File: src/rtl/mem_region_pkg.sv
package mem_region_pkg;
  localparam int unsigned N_REGION = 5;
  localparam int unsigned N_BASE   = 5;

  // sel bit positions
  localparam int unsigned RG_DRAM      = 0;
  localparam int unsigned RG_SRAM_SLOW = 1;
  localparam int unsigned RG_SRAM_FAST = 2;
  localparam int unsigned RG_ROM_SLOW  = 3;
  localparam int unsigned RG_ROM_FAST  = 4;

  // configuration fields
  localparam int unsigned CF_PAGE_LO = 18;
  localparam int unsigned CF_RAM_FST = 16;
  localparam int unsigned CF_ROM_FST = 14;
  localparam int unsigned CF_LOW_V   = 10;
  localparam int unsigned CF_TRIM_LO = 8;
  localparam int unsigned CF_SMALL   = 7;
  localparam int unsigned CF_NORMREF = 6;

  typedef enum logic [2:0] {
    BT_DRAM, BT_SRAM25, BT_SRAM12, BT_ROM250, BT_ROM150
  } base_e;

  function automatic int unsigned base_ns(int unsigned b, int unsigned dram_ns);
    case (b)
      0:       return dram_ns;
      1:       return 25;
      2:       return 12;
      3:       return 250;
      default: return 150;
    endcase
  endfunction

  function automatic int unsigned wait_cycles(int unsigned bns, int unsigned trim,
                                              int unsigned low_v, int unsigned clk_ps,
                                              int unsigned ovh_ps);
    int unsigned pct;
    int unsigned t;
    case (trim)
      0:       pct = 140;
      1:       pct = 120;
      2:       pct = 100;
      default: pct = 80;
    endcase
    t = bns * pct * 10;
    if (low_v != 0) t = (t * 100) / 155;
    return (t + ovh_ps + clk_ps - 1) / clk_ps;
  endfunction
endpackage

File: src/rtl/mem_cfg_reg.sv
module mem_cfg_reg #(
  parameter int unsigned       CFG_W     = 20,
  parameter logic [CFG_W-1:0]  RESET_VAL = 20'hC0000
) (
  input  logic             clk_i,
  input  logic             rst_ni,
  input  logic             we_i,
  input  logic [CFG_W-1:0] wdata_i,
  output logic [CFG_W-1:0] q_o
);
  always_ff @(posedge clk_i or negedge rst_ni) begin
    if (!rst_ni)   q_o <= RESET_VAL;
    else if (we_i) q_o <= wdata_i;
  end
endmodule

File: src/rtl/mem_addr_decode.sv
module mem_addr_decode
  import mem_region_pkg::*;
#(
  parameter int unsigned ADDR_W = 21
) (
  input  logic [ADDR_W-1:0]   addr_i,
  input  logic                small_dram_i,
  output logic [N_REGION-1:0] sel_o,
  output logic                err_o
);
  localparam int unsigned TOP = ADDR_W - 1;

  logic unused_addr;
  assign unused_addr = ^addr_i[13:0];

  always_comb begin
    sel_o = '0;
    if (!addr_i[TOP]) begin
      // small DRAM keeps only the lowest 256K words
      if (!small_dram_i || addr_i[TOP-1:TOP-2] == 2'b00) sel_o[RG_DRAM] = 1'b1;
    end else if (addr_i[TOP-1]) begin
      if (addr_i[TOP-2]) sel_o[RG_ROM_FAST] = 1'b1;
      else               sel_o[RG_ROM_SLOW] = 1'b1;
    end else if (addr_i[TOP-3:14] == '0) begin
      if (addr_i[TOP-2]) sel_o[RG_SRAM_FAST] = 1'b1;
      else               sel_o[RG_SRAM_SLOW] = 1'b1;
    end
  end

  assign err_o = (sel_o == '0);
endmodule

File: src/rtl/mem_wait_table.sv
module mem_wait_table
  import mem_region_pkg::*;
#(
  parameter int unsigned DRAM_NS = 80,
  parameter int unsigned CLK_PS  = 20000,
  parameter int unsigned OVH_PS  = 10000,
  parameter int unsigned WAIT_W  = 5
) (
  input  logic              valid_i,
  input  base_e             base_i,
  input  logic [1:0]        trim_i,
  input  logic              low_v_i,
  output logic [WAIT_W-1:0] wait_o
);
  logic [WAIT_W-1:0] tab [N_BASE][2][4];

  for (genvar b = 0; b < N_BASE; b++) begin : g_base
    for (genvar v = 0; v < 2; v++) begin : g_volt
      for (genvar t = 0; t < 4; t++) begin : g_trim
        localparam int unsigned W =
          wait_cycles(base_ns(b, DRAM_NS), t, v, CLK_PS, OVH_PS);
        assign tab[b][v][t] = WAIT_W'(W);
      end
    end
  end

  always_comb begin
    wait_o = '0;
    if (valid_i && int'(base_i) < N_BASE) wait_o = tab[base_i][low_v_i][trim_i];
  end
endmodule

File: src/rtl/mem_region_dec.sv
module mem_region_dec
  import mem_region_pkg::*;
#(
  parameter int unsigned ADDR_W  = 21,
  parameter int unsigned CFG_W   = 20,
  parameter int unsigned WAIT_W  = 5,
  parameter int unsigned DRAM_NS = 80,
  parameter int unsigned CLK_PS  = 20000,
  parameter int unsigned OVH_PS  = 10000,
  parameter int unsigned IRQ_W   = 3,
  parameter int unsigned PAGE_W  = 2
) (
  input  logic                clk_i,
  input  logic                rst_ni,
  input  logic [ADDR_W-1:0]   addr_i,
  input  logic                cfg_we_i,
  input  logic [CFG_W-1:0]    cfg_wdata_i,
  output logic [CFG_W-1:0]    cfg_rdata_o,
  output logic [N_REGION-1:0] sel_o,
  output logic                dec_err_o,
  output logic [CFG_W-1:0]    rom_addr_o,
  output logic [WAIT_W-1:0]   wait_o,
  output logic [IRQ_W-1:0]    irq_en_o,
  output logic                refresh_only_o
);
  localparam int unsigned ROM_OFS_W = CFG_W - PAGE_W;

  logic [CFG_W-1:0] cfg;
  base_e            base;

  mem_cfg_reg #(.CFG_W(CFG_W), .RESET_VAL(CFG_W'(20'hC0000))) u_cfg (
    .clk_i   (clk_i),
    .rst_ni  (rst_ni),
    .we_i    (cfg_we_i),
    .wdata_i (cfg_wdata_i),
    .q_o     (cfg)
  );

  mem_addr_decode #(.ADDR_W(ADDR_W)) u_dec (
    .addr_i       (addr_i),
    .small_dram_i (cfg[CF_SMALL]),
    .sel_o        (sel_o),
    .err_o        (dec_err_o)
  );

  always_comb begin
    base = BT_DRAM;
    unique case (1'b1)
      sel_o[RG_SRAM_SLOW]: base = cfg[CF_RAM_FST] ? BT_SRAM12 : BT_SRAM25;
      sel_o[RG_SRAM_FAST]: base = BT_SRAM12;
      sel_o[RG_ROM_SLOW]:  base = cfg[CF_ROM_FST] ? BT_ROM150 : BT_ROM250;
      sel_o[RG_ROM_FAST]:  base = BT_ROM150;
      default:             base = BT_DRAM;
    endcase
  end

  mem_wait_table #(
    .DRAM_NS(DRAM_NS), .CLK_PS(CLK_PS), .OVH_PS(OVH_PS), .WAIT_W(WAIT_W)
  ) u_wait (
    .valid_i (!dec_err_o),
    .base_i  (base),
    .trim_i  (cfg[CF_TRIM_LO +: 2]),
    .low_v_i (cfg[CF_LOW_V]),
    .wait_o  (wait_o)
  );

  assign cfg_rdata_o    = cfg;
  assign rom_addr_o     = {cfg[CF_PAGE_LO +: PAGE_W], addr_i[ROM_OFS_W-1:0]};
  assign irq_en_o       = cfg[IRQ_W-1:0];
  assign refresh_only_o = !cfg[CF_NORMREF];
endmodule

File: config.mk
export PLATFORM = sky130hd
export DESIGN_NAME = mem_region_dec
export DESIGN_NICKNAME = d
export VERILOG_FILES = /design/src/rtl/mem_region_pkg.sv /design/src/rtl/mem_cfg_reg.sv /design/src/rtl/mem_addr_decode.sv /design/src/rtl/mem_wait_table.sv /design/src/rtl/mem_region_dec.sv
export SDC_FILE = /design/constraint.sdc
export NUM_CORES = 1
export LEC_CHECK = 0
export ABC_CLOCK_PERIOD_IN_PS = 3500
export BUFFER_PORTS_ARGS = -buffer_cell sky130_fd_sc_hd__buf_4
export CAP_MARGIN = 0
export CORE_MARGIN = 1.5
export CORE_UTILIZATION = 41
export DETAILED_ROUTE_END_ITERATION = 10
export PLACE_DENSITY = 0.91
export SYNTH_ARGS = -nofsm -noshare
export SYNTH_HDL_FRONTEND = slang
export SYNTH_SLANG_ARGS = --single-unit
File: constraint.sdc
create_clock -name clk_i -period 3.5 [get_ports clk_i]
set_input_delay 0.7 -clock clk_i [delete_from_list [all_inputs] [get_ports clk_i]]
set_output_delay 0.7 -clock clk_i [all_outputs]
set_load 0.02 [all_outputs]
==> results_tabular.tex, run 1 <==
\begin{tabular}{lr}
\hline
Metric & Value \\
\hline
\multicolumn{2}{l}{\textbf{STA}} \\
Crit path time final & 3.50 ns \\
Headroom to the max-slew limit & 59.7\% \\
Clk\_skew & 0 ns \\
Least-Margin Pin Slew & 0.605 ns \\
Share of the clock period used by the worst path after layout & 100\% \\
Final Hold Slack & 0.253 ns \\
Max-slew violations & 0 \\
Unrepaired setup endpoints after global routing & yes \\
Min setup slack post-route & -0.00395 ns \\
Finish-stage setup viols & 1 \\
Maximum operating frequency & 0.285 GHz \\
Final hold violation count & 0 \\
\multicolumn{2}{l}{\textbf{Power}} \\
Power per standard cell area & 340 nW/um\^{}2 \\
Maximum vdd drop & 0.295 mV \\
Pleak & 0.927 nW \\
\multicolumn{2}{l}{\textbf{Synth}} \\
Flip-flop and latch count after synthesis & 20 \\
Top flip-flop cell by instance count after synthesis & dfrtp\_1 \\
Synthesis Warnings & 0 \\
Area share of the leading cell type in the synthesized netlist & 31.8\% \\
Cells after synthesis & 140 \\
Syn nets & 190 \\
Avg Inst Size Synth & 10.1 sq um \\
Register area share after synthesis & 35.5\% \\
Proportion of register bits with asynchronous set or reset after synthesis & 100\% \\
Synth cell types & 42 \\
Cells taking the most area after synthesis & dfrtp\_1 32\%, mux2\_2 14\%, buf\_4 14\% \\
Largest area contributor in the netlist & dfrtp\_1 \\
Count of flip-flops with a built-in enable after synthesis & 0 \\
Post-synthesis instance area & 1420 sq um \\
\multicolumn{2}{l}{\textbf{Setup path}} \\
Critical-path maximum fanout & 2 \\
Kind of end point of the critical path & output port \\
Critical setup path kind & in -> out \\
Launching point of the worst reg2reg path & u\_cfg.q\_o[8]\$\_DFFE\_PN0P\_ \\
Launching element type of the critical path & input port \\
Worst endpoint required time & 2.80 ns \\
Endpoint arrival time on the critical path & 2.80 ns \\
Origin of the worst setup path & addr\_i[17] \\
\multicolumn{2}{l}{\textbf{Global route}} \\
Most heavily used metal layer in global routing & met2 \\
Sum of overflow across all layers after global routing & 0 \\
Largest net degree at the start of global routing & 23 \\
Via count of the first global-routing pass & 1243 \\
GRT Overall Usage & 20.2\% \\
Met3 demand-to-capacity share in global routing & 6.42\% \\
Met2 routing resource usage after global routing & 33.7\% \\
Initial antenna violation count & 0 \\
Wire length of the first global-routing pass & 5600 um \\
Met1 GRT Util & 24.2\% \\
\multicolumn{2}{l}{\textbf{Routing}} \\
Post-route antenna net violation count & 0 \\
First-iteration detailed-routing DRC count & 45 \\
Detailed-route via count & 1234 \\
Total wire length & 3760 um \\
Mean number of vias per cell & 5.18 \\
DRC Markers & 0 \\
Detailed-routing iteration count for the pre-antenna-repair pass & 4 \\
Wirelength per Cell & 15.8 um \\
\multicolumn{2}{l}{\textbf{Finish}} \\
Sequential cell area & 503 sq um \\
Registers with the most flip-flops & u\_cfg.q\_o (20) \\
Multi-input gate area & 733 sq um \\
Total inserted antenna cells & 0 \\
Fill cells & 278 \\
Flip-flop count of the largest register after layout & 20 \\
Synth-to-layout area growth & 37.8\% \\
Share of final-layout standard cells stronger than drive strength 1 & 60.9\% \\
Largest register by flop count & u\_cfg.q\_o \\
Nets & 243 \\
\multicolumn{2}{l}{\textbf{Clock network}} \\
Sinks on the clock net & 20 \\
Post-CTS Hold Buffers & 0 \\
Max H-tree Level & 1 \\
Source-to-sink clock delay at the later pin of the worst-skew pair & 0.30 ns \\
CTS clk-pin slew, worst paths & 0.11 ns \\
Clock tree root driver cell & clkbuf\_4 \\
TritonCTS clock tree & done \\
Clk buf depth & 2 \\
TritonCTS Buffers & 3 \\
\multicolumn{2}{l}{\textbf{Place}} \\
Post-placement setup slack & -0.146 ns \\
Placer Congestion & 0.799 \\
Final HPWL DP & 2840 um \\
Number of buffers added on ports & 70 \\
\multicolumn{2}{l}{\textbf{Floorplanning}} \\
Initial Util & 42.4\% \\
DIE AREA & 3820 sq um \\
Ports & 99 \\
Row Count & 21 \\
Height of the die & 61.8 um \\
Width of the die & 61.8 um \\
Core Area & 3340 sq um \\
\multicolumn{2}{l}{\textbf{Hold path}} \\
Path category of the worst min-delay check & in -> async \\
\multicolumn{2}{l}{\textbf{Run}} \\
Reported max-cap violation count & 0 \\
\multicolumn{2}{l}{\textbf{Outcome}} \\
Result of the run & finished with violations \\
Failing checks & setup timing \\
\hline
\end{tabular}
[Yosys cell counts (3+ instances only)]
cell type / number
o21ai_0: 6
dfrtp_1: 18
ha_1: 6
nor3_1: 3
inv_1: 4
buf_4: 26
a221oi_1: 3
mux2_2: 18
nor2_1: 6
nand2_1: 8
clkbuf_1: 3
[metal layers]
metal  part of all wire [%]  wire length, um
met3                    9.9              374
met5                      0                0
met4                    2.1               80
met1                     37             1390
met2                     51             1920
[cell usage in the layout, fill, tap and decap left out, drive strengths merged, types with 3 or more instances in the layout]
master   n
o21ai    6
inv      4
clkbuf   4
a221oi   3
nand2    8
nor2     6
mux2    19
nor3     3
ha       6
buf     80
dfrtp   18
[what timing repair did]
action / CTS / global route
pin swaps: 8 / 9
setup endpoints to repair: 2 / 4
setup buffers: 0 / 1
gates resized for setup: 7 / 4
[final timing paths]
| check | to | slack (ns) | depth (start not counted) |
|---|---|---|---|
| worst min register to register | u_cfg.q_o[12]$_DFFE_PN0P_ | 0.52 | 1 |
| worst max-delay path | wait_o[2] | -0.004 | 9 |
| worst min-delay path | u_cfg.q_o[13]$_DFFE_PN0P_ | 0.25 | 1 |
| worst max register to register | u_cfg.q_o[8]$_DFFE_PN0P_ | 2.42 | 1 |
| min in group clk_i | u_cfg.q_o[12]$_DFFE_PN0P_ | 0.52 | 1 |
| max in group asynchronous | u_cfg.q_o[18]$_DFFE_PN1P_ | 2.98 | 1 |
[cell type report]
type	instances	area share [%]
clock buffers	4	1.35
inverters	5	1.03
multi-input cells	83	37.6
flip-flops and latches	20	25.8
well taps	46	2.95
repair buffers	80	31.3
[critical path, cell delays in order]
cell      delay (ns)
buf_6           0.09
or4_4           0.53
o32a_4          0.38
ha_4            0.28
nor2_4          0.03
mux2_4          0.29
a221oi_2        0.23
nor4_2          0.08
buf_4           0.18
[where the power goes]
part | leakage [nW] | internal, mW | total, mW | switching, mW
sequential | 0.232 | 0.256 | 0.285 | 0.0290
combinational | 0.680 | 0.132 | 0.263 | 0.130
clock | 0.0150 | 0.0445 | 0.116 | 0.0712
[cells by family after synthesis]
logic type               count (synthesis)  synth area share [%]
AND/OR/NAND/NOR                         29                  10.8
flip-flops                              20                  35.5
multiplexers                            19                  15.1
XOR/XNOR                                 1                 0.618
adder cells (fa/ha/maj)                  7                  6.01
buffers and inverters                   37                  16.9
AO/OA/AOI/OAI                           27                  15.1
[metrics by stage]
| step | cells | utilization [%] | power [mW] | instance area (sq um) | TNS, ns |
|---|---|---|---|---|---|
| floorplan | 140 | - | 0.456 | 1420 | 0 |
| global placement | 233 | 55.6 | 0.529 | 1850 | -0.117 |
| detailed placement | 233 | 55.6 | 0.539 | 1850 | -0.154 |
| CTS | 237 | 57.5 | 0.661 | 1920 | -0.0690 |
| global route | 238 | 58.5 | 0.696 | 1950 | -0.0759 |
| finish | 238 | 58.5 | 0.663 | 1950 | -0.00395 |
No activity file was read; power rests on OpenSTA's default activity.
==> run 2, diff against run 1 <==
--- a/config.mk
+++ b/config.mk
@@ -11,7 +11,8 @@
 export CORE_MARGIN = 1.5
 export CORE_UTILIZATION = 41
 export DETAILED_ROUTE_END_ITERATION = 10
-export PLACE_DENSITY = 0.91
+export PLACE_DENSITY = 0.89
 export SYNTH_ARGS = -nofsm -noshare
 export SYNTH_HDL_FRONTEND = slang
+export SYNTH_HIERARCHICAL = 1
 export SYNTH_SLANG_ARGS = --single-unit
==> results_tabular.tex, run 2 <==
\begin{tabular}{lr}
\hline
Metric & Value \\
\hline
\multicolumn{2}{l}{\textbf{Outcome}} \\
Result of the run & finished with violations \\
Failing checks & setup timing \\
\multicolumn{2}{l}{\textbf{STA}} \\
Min setup slack post-route & -0.101 ns \\
Headroom to the max-slew limit & 58.3\% \\
Final Hold Slack & 0.297 ns \\
Crit path time final & 3.60 ns \\
Maximum operating frequency & 0.278 GHz \\
Final hold violation count & 0 \\
Finish-stage setup viols & 4 \\
Max-slew violations & 0 \\
Unrepaired setup endpoints after global routing & yes \\
Share of the clock period used by the worst path after layout & 103\% \\
Least-Margin Pin Slew & 0.625 ns \\
Clk\_skew & 0 ns \\
\multicolumn{2}{l}{\textbf{Setup path}} \\
Slowest cell on crit path & or4b\_4 \\
CP Cell Sequence & buf\_6, or4b\_4, nor4\_4, buf\_4, a22o\_4, inv\_4, ha\_4, a211oi\_2, o211ai\_1, a21oi\_4, buf\_6 \\
Cell repeated most along the worst path & buf\_6 \\
Worst endpoint required time & 2.80 ns \\
Kind of end point of the critical path & output port \\
Endpoint arrival time on the critical path & 2.90 ns \\
Delay-heaviest family, CP & simple AND/OR/NAND/NOR gates \\
Buffer and inverter count on the worst path & 4 \\
Critical-path maximum fanout & 4 \\
Critical setup path kind & in -> out \\
Longest individual stage delay on the worst path & 0.57 ns \\
Launching element type of the critical path & input port \\
\multicolumn{2}{l}{\textbf{Routing}} \\
Total wire length & 4010 um \\
Detailed-route via count & 1241 \\
DRC Markers & 0 \\
Wirelength per Cell & 16.2 um \\
First-iteration detailed-routing DRC count & 31 \\
Mean number of vias per cell & 5.02 \\
Post-route antenna net violation count & 0 \\
Detailed-routing iteration count for the pre-antenna-repair pass & 4 \\
\multicolumn{2}{l}{\textbf{Synth}} \\
Flip-flop and latch count after synthesis & 20 \\
Count of flip-flops with a built-in enable after synthesis & 0 \\
Cells taking the most area after synthesis & dfrtp\_1 30\%, mux2\_4 20\%, buf\_4 12\% \\
Ranking of synthesized cells by instance count & 25 x buf\_4, 20 x mux2\_4, 18 x dfrtp\_1 \\
Largest area contributor in the netlist & dfrtp\_1 \\
Register area share after synthesis & 33.4\% \\
Avg Inst Size Synth & 10.7 sq um \\
Proportion of register bits with asynchronous set or reset after synthesis & 100\% \\
Most common cell in the netlist & buf\_4 \\
Cells after synthesis & 141 \\
Top flip-flop cell by instance count after synthesis & dfrtp\_1 \\
Synthesis Warnings & 6 \\
Syn nets & 191 \\
Post-synthesis instance area & 1510 sq um \\
Area share of the leading cell type in the synthesized netlist & 29.9\% \\
Synth cell types & 41 \\
\multicolumn{2}{l}{\textbf{Place}} \\
Final HPWL DP & 2890 um \\
Number of buffers added on ports & 70 \\
Placer Congestion & 0.840 \\
\multicolumn{2}{l}{\textbf{Global route}} \\
Initial antenna violation count & 0 \\
Wire length of the first global-routing pass & 6460 um \\
Sum of overflow across all layers after global routing & 0 \\
Via count of the first global-routing pass & 1341 \\
GRT Overall Usage & 20.6\% \\
Largest net degree at the start of global routing & 21 \\
\multicolumn{2}{l}{\textbf{Clock network}} \\
CTS clk-pin slew, worst paths & 0.08 ns \\
Post-CTS Hold Buffers & 0 \\
Source-to-sink clock delay at the later pin of the worst-skew pair & 0.26 ns \\
Sinks on the clock net & 20 \\
TritonCTS clock tree & done \\
TritonCTS Buffers & 3 \\
Clk buf depth & 2 \\
Clock tree root driver cell & clkbuf\_8 \\
Max H-tree Level & 1 \\
\multicolumn{2}{l}{\textbf{Floorplanning}} \\
DIE AREA & 4050 sq um \\
Ports & 99 \\
Initial Util & 43.8\% \\
Row Count & 21 \\
Height of the die & 63.6 um \\
Core Area & 3440 sq um \\
Width of the die & 63.6 um \\
\multicolumn{2}{l}{\textbf{Hold path}} \\
Path category of the worst min-delay check & in -> async \\
\multicolumn{2}{l}{\textbf{Finish}} \\
Total inserted antenna cells & 0 \\
Flip-flop count of the largest register after layout & 20 \\
Commonest cells after routing, fill and taps aside & 81 x buf\_4, 20 x mux2\_4, 18 x dfrtp\_1, 7 x inv\_1, 5 x buf\_6 \\
Nets & 252 \\
Share of final-layout standard cells stronger than drive strength 1 & 69.7\% \\
Registers with the most flip-flops & u\_cfg/q\_o (20) \\
Final core occ & 64.8\% \\
Fill cells & 264 \\
Synth-to-layout area growth & 48.0\% \\
Largest register by flop count & u\_cfg/q\_o \\
Commonest non-fill, non-tap cell in the layout & buf\_4 \\
\multicolumn{2}{l}{\textbf{Power}} \\
Maximum vdd drop & 0.358 mV \\
Power per standard cell area & 369 nW/um\^{}2 \\
Pleak & 1.10 nW \\
\multicolumn{2}{l}{\textbf{Run}} \\
Reported max-cap violation count & 0 \\
\hline
\end{tabular}
==> run 2: cell count changes in the layout (fill, tap and decap cells not counted), sizes merged, moves of 3 or more <==
cell,change
a211oi,+4
a21oi,+3
buf,+6
inv,+5
nand2,-4
==> run 2: final timing paths <==
path	cells after the start	slack (ns)	endpoint	start
max	11	-0.10	wait_o[0]	addr_i[19]
min	1	0.30	u_cfg/q_o[2]$_DFFE_PN0P_	rst_ni
max reg2reg	1	2.41	u_cfg/q_o[8]$_DFFE_PN0P_	u_cfg/q_o[8]$_DFFE_PN0P_
min reg2reg	1	0.53	u_cfg/q_o[17]$_DFFE_PN0P_	u_cfg/q_o[17]$_DFFE_PN0P_
max in group asynchronous	1	2.92	u_cfg/q_o[19]$_DFFE_PN1P_	rst_ni
min in group clk_i	1	0.53	u_cfg/q_o[17]$_DFFE_PN0P_	u_cfg/q_o[17]$_DFFE_PN0P_
==> run 2: stage by stage <==
step	setup slack (ns)	total power, mW	setup TNS, ns	area [sq um]	cells
global route	-0.204	0.863	-0.743	2230	247
detailed placement	-0.248	0.572	-0.837	1980	234
CTS	-0.141	0.816	-0.431	2170	246
global placement	-0.175	0.563	-0.618	1980	234
floorplan	-0.161	0.485	-0.383	1570	141
finish	-0.101	0.823	-0.281	2230	247
==> run 2: logic make-up (layout without fill, tap and decap cells) <==
logic type	Yosys count	after routing	synth area share (%)
XOR/XNOR	1	1	0.581
adder cells (fa/ha/maj)	6	6	4.98
flip-flops	20	20	33.4
AO/OA/AOI/OAI	26	26	12.1
AND/OR/NAND/NOR	28	28	11.3
multiplexers	21	21	20.6
buffers and inverters	39	99	17.1
==> run 2: metal layers <==
layer / global-route usage [%] / part of all wire, %
met1: 21.4 / 37
met2: 38.4 / 54
met4: 8.97 / 2.3
met5: 0 / 0
met3: 5.36 / 6.7
==> run 2: power by group <==
group / internal (mW) / total [mW] / switching [mW]
Combinational: 0.157 / 0.302 / 0.145
Sequential: 0.256 / 0.290 / 0.0339
Clock: 0.153 / 0.231 / 0.0781
Total: 0.566 / 0.823 / 0.257
==> run 2: final cells by class <==
cell class / count / area (sq um) / area share (%)
clock buffer: 3 / 41.3 / 1.85
tap: 46 / 57.6 / 2.58
inverter: 9 / 36.3 / 1.63
sequential: 20 / 503 / 22.5
multi-input combinational: 82 / 900 / 40.3
timing repair buffer: 86 / 664 / 29.8
clock inverter: 1 / 30.0 / 1.35
==> run 2: repair_timing <==
action	4_1_cts	5_1_grt
setup buffers	8	1
pin swaps	8	5
gates resized for setup	12	13
setup endpoints to repair	4	4
==> run 3, diff against run 2 <==
--- a/config.mk
+++ b/config.mk
@@ -5,7 +5,7 @@
 export SDC_FILE = /design/constraint.sdc
 export NUM_CORES = 1
 export LEC_CHECK = 0
-export ABC_CLOCK_PERIOD_IN_PS = 3500
+export ABC_CLOCK_PERIOD_IN_PS = 4000
 export BUFFER_PORTS_ARGS = -buffer_cell sky130_fd_sc_hd__buf_4
 export CAP_MARGIN = 0
 export CORE_MARGIN = 1.5
==> constraint.sdc (replaced) <==
create_clock -name clk_i -period 4 [get_ports clk_i]
set_input_delay 0.8 -clock clk_i [delete_from_list [all_inputs] [get_ports clk_i]]
set_output_delay 0.8 -clock clk_i [all_outputs]
set_load 0.02 [all_outputs]
==> results_tabular.tex, run 3 (same netlist as run 2, synthesis figures left out) <==
\begin{tabular}{lr}
\hline
Metric & Value \\
\hline
\multicolumn{2}{l}{\textbf{Global route}} \\
GRT Overall Usage & 16.2\% \\
Wire length of the first global-routing pass & 5240 um \\
Largest net degree at the start of global routing & 21 \\
Via count of the first global-routing pass & 1126 \\
Initial antenna violation count & 0 \\
Sum of overflow across all layers after global routing & 0 \\
\multicolumn{2}{l}{\textbf{Floorplanning}} \\
Height of the die & 63.6 um \\
DIE AREA & 4050 sq um \\
Width of the die & 63.6 um \\
Ports & 99 \\
Row Count & 21 \\
Core Area & 3440 sq um \\
Initial Util & 43.8\% \\
\multicolumn{2}{l}{\textbf{Clock network}} \\
TritonCTS clock tree & done \\
CTS clk-pin slew, worst paths & 0.07 ns \\
Clock tree root driver cell & clkbuf\_8 \\
Source-to-sink clock delay at the later pin of the worst-skew pair & 0.24 ns \\
Max H-tree Level & 1 \\
Sinks on the clock net & 20 \\
Clk buf depth & 2 \\
TritonCTS Buffers & 3 \\
\multicolumn{2}{l}{\textbf{STA}} \\
Unrepaired setup endpoints after global routing & no \\
Share of the clock period used by the worst path after layout & 95.6\% \\
Final Hold Slack & 0.409 ns \\
Headroom to the max-slew limit & 68.4\% \\
Crit path time final & 3.83 ns \\
Least-Margin Pin Slew & 0.474 ns \\
Final hold violation count & 0 \\
Maximum operating frequency & 0.261 GHz \\
Sum of negative setup slack & 0 ns \\
Clk\_skew & 0 ns \\
Max-slew violations & 0 \\
Finish-stage setup viols & 0 \\
\multicolumn{2}{l}{\textbf{Run}} \\
Reported max-cap violation count & 0 \\
\multicolumn{2}{l}{\textbf{Power}} \\
Maximum vdd drop & 0.270 mV \\
Power per standard cell area & 308 nW/um\^{}2 \\
Pleak & 0.978 nW \\
\multicolumn{2}{l}{\textbf{Routing}} \\
First-iteration detailed-routing DRC count & 92 \\
Post-route antenna net violation count & 0 \\
Wirelength per Cell & 13.4 um \\
Detailed-routing iteration count for the pre-antenna-repair pass & 4 \\
Mean number of vias per cell & 4.91 \\
Total wire length & 3110 um \\
DRC Markers & 0 \\
Detailed-route via count & 1139 \\
\multicolumn{2}{l}{\textbf{Setup path}} \\
Kind of end point of the critical path & output port \\
Critical-path maximum fanout & 7 \\
Register-to-register setup slack & 3.00 ns \\
Worst endpoint required time & 3.20 ns \\
Endpoint arrival time on the critical path & 3.03 ns \\
Critical setup path kind & in -> out \\
Launching element type of the critical path & input port \\
\multicolumn{2}{l}{\textbf{Outcome}} \\
Result of the run & finished clean \\
\multicolumn{2}{l}{\textbf{Finish}} \\
Commonest cells after routing, fill and taps aside & 72 x buf\_4, 20 x mux2\_4, 18 x dfrtp\_1, 9 x inv\_1 \\
Flip-flop count of the largest register after layout & 20 \\
Total inserted antenna cells & 0 \\
Nets & 238 \\
Largest register by flop count & u\_cfg/q\_o \\
Final core occ & 57.1\% \\
Fill cells & 297 \\
Commonest non-fill, non-tap cell in the layout & buf\_4 \\
Registers with the most flip-flops & u\_cfg/q\_o (20) \\
Synth-to-layout area growth & 30.5\% \\
Share of final-layout standard cells stronger than drive strength 1 & 58.1\% \\
\multicolumn{2}{l}{\textbf{Place}} \\
Placer Congestion & 0.883 \\
Final HPWL DP & 2400 um \\
Number of buffers added on ports & 70 \\
\multicolumn{2}{l}{\textbf{Hold path}} \\
Path category of the worst min-delay check & in -> async \\
\hline
\end{tabular}
[run 3: cell count changes in the layout (fill, tap and decap cells not counted), moves of 2 or more]
cell | previous run | this run
a21oi_1 | 2 | 5
a21oi_2 | 2 | 0
buf_4 | 81 | 72
buf_6 | 5 | 0
ha_4 | 3 | 1
inv_1 | 7 | 9
o21ai_0 | 2 | 4
o21ai_1 | 2 | 0
[run 3: final cells by class]
| type | count | area (sq um) | share of cell area (%) |
|---|---|---|---|
| well taps | 46 | 57.6 | 2.93 |
| flip-flops and latches | 20 | 503 | 25.6 |
| inverters | 9 | 33.8 | 1.72 |
| multi-input cells | 82 | 791 | 40.2 |
| clock buffers | 3 | 41.3 | 2.10 |
| repair buffers | 72 | 541 | 27.5 |
[run 3: timing repair]
| item | 4_1_cts | 5_1_grt |
|---|---|---|
| hold endpoints to repair | 0 | 0 |
| setup endpoints to repair | 0 | 3 |
| gates resized for setup | 0 | 4 |
| hold buffers | 0 | 0 |
| setup buffers | 0 | 0 |
[run 3: worst paths after layout]
check | from | endpoint | depth (start not counted)
worst min-delay path | rst_ni | u_cfg/q_o[5]$_DFFE_PN0P_ | 1
worst min register to register | u_cfg/q_o[11]$_DFFE_PN0P_ | u_cfg/q_o[11]$_DFFE_PN0P_ | 1
min in group clk_i | u_cfg/q_o[11]$_DFFE_PN0P_ | u_cfg/q_o[11]$_DFFE_PN0P_ | 1
max in group asynchronous | rst_ni | u_cfg/q_o[19]$_DFFE_PN1P_ | 1
worst max-delay path | addr_i[19] | wait_o[0] | 11
worst max register to register | u_cfg/q_o[10]$_DFFE_PN0P_ | u_cfg/q_o[10]$_DFFE_PN0P_ | 1
[run 3: stage by stage]
stage          setup slack, ns  power, mW  instance area [sq um]  std cells
2_1_floorplan           0.0214      0.414                   1530        141
3_3_place_gp             0.162      0.478                   1900        229
3_5_place_dp             0.105      0.483                   1900        229
4_1_cts                 0.0967      0.608                   1940        232
5_1_grt                0.00555      0.639                   1970        232
6_report                 0.174      0.605                   1970        232
[run 3: per-layer routing]
metal / global-route usage (%) / up-vias / share of wire (%) / wire (um)
li1: - / 561 / - / -
met1: 20.7 / 521 / 44 / 1380
met2: 26.8 / 53 / 46 / 1430
met3: 5.54 / 4 / 9.2 / 285
met4: 2.45 / 0 / 0.42 / 13
met5: 0 / - / 0 / 0
[run 3: where the power goes]
| part | internal (mW) | switching (mW) | leakage [nW] |
|---|---|---|---|
| Sequential | 0.224 | 0.0268 | 0.232 |
| Combinational | 0.119 | 0.111 | 0.725 |
| Clock | 0.0668 | 0.0570 | 0.0216 |
| Total | 0.410 | 0.195 | 0.978 |
[run 3: critical path, stage by stage]
cell,delay (ns)
buf_4,0.13
or4b_4,0.56
nor3_2,0.14
and2_1,0.16
a221o_1,0.13
buf_4,0.15
nand2b_1,0.11
a21oi_1,0.07
or4_1,0.47
a21oi_1,0.14
buf_4,0.16
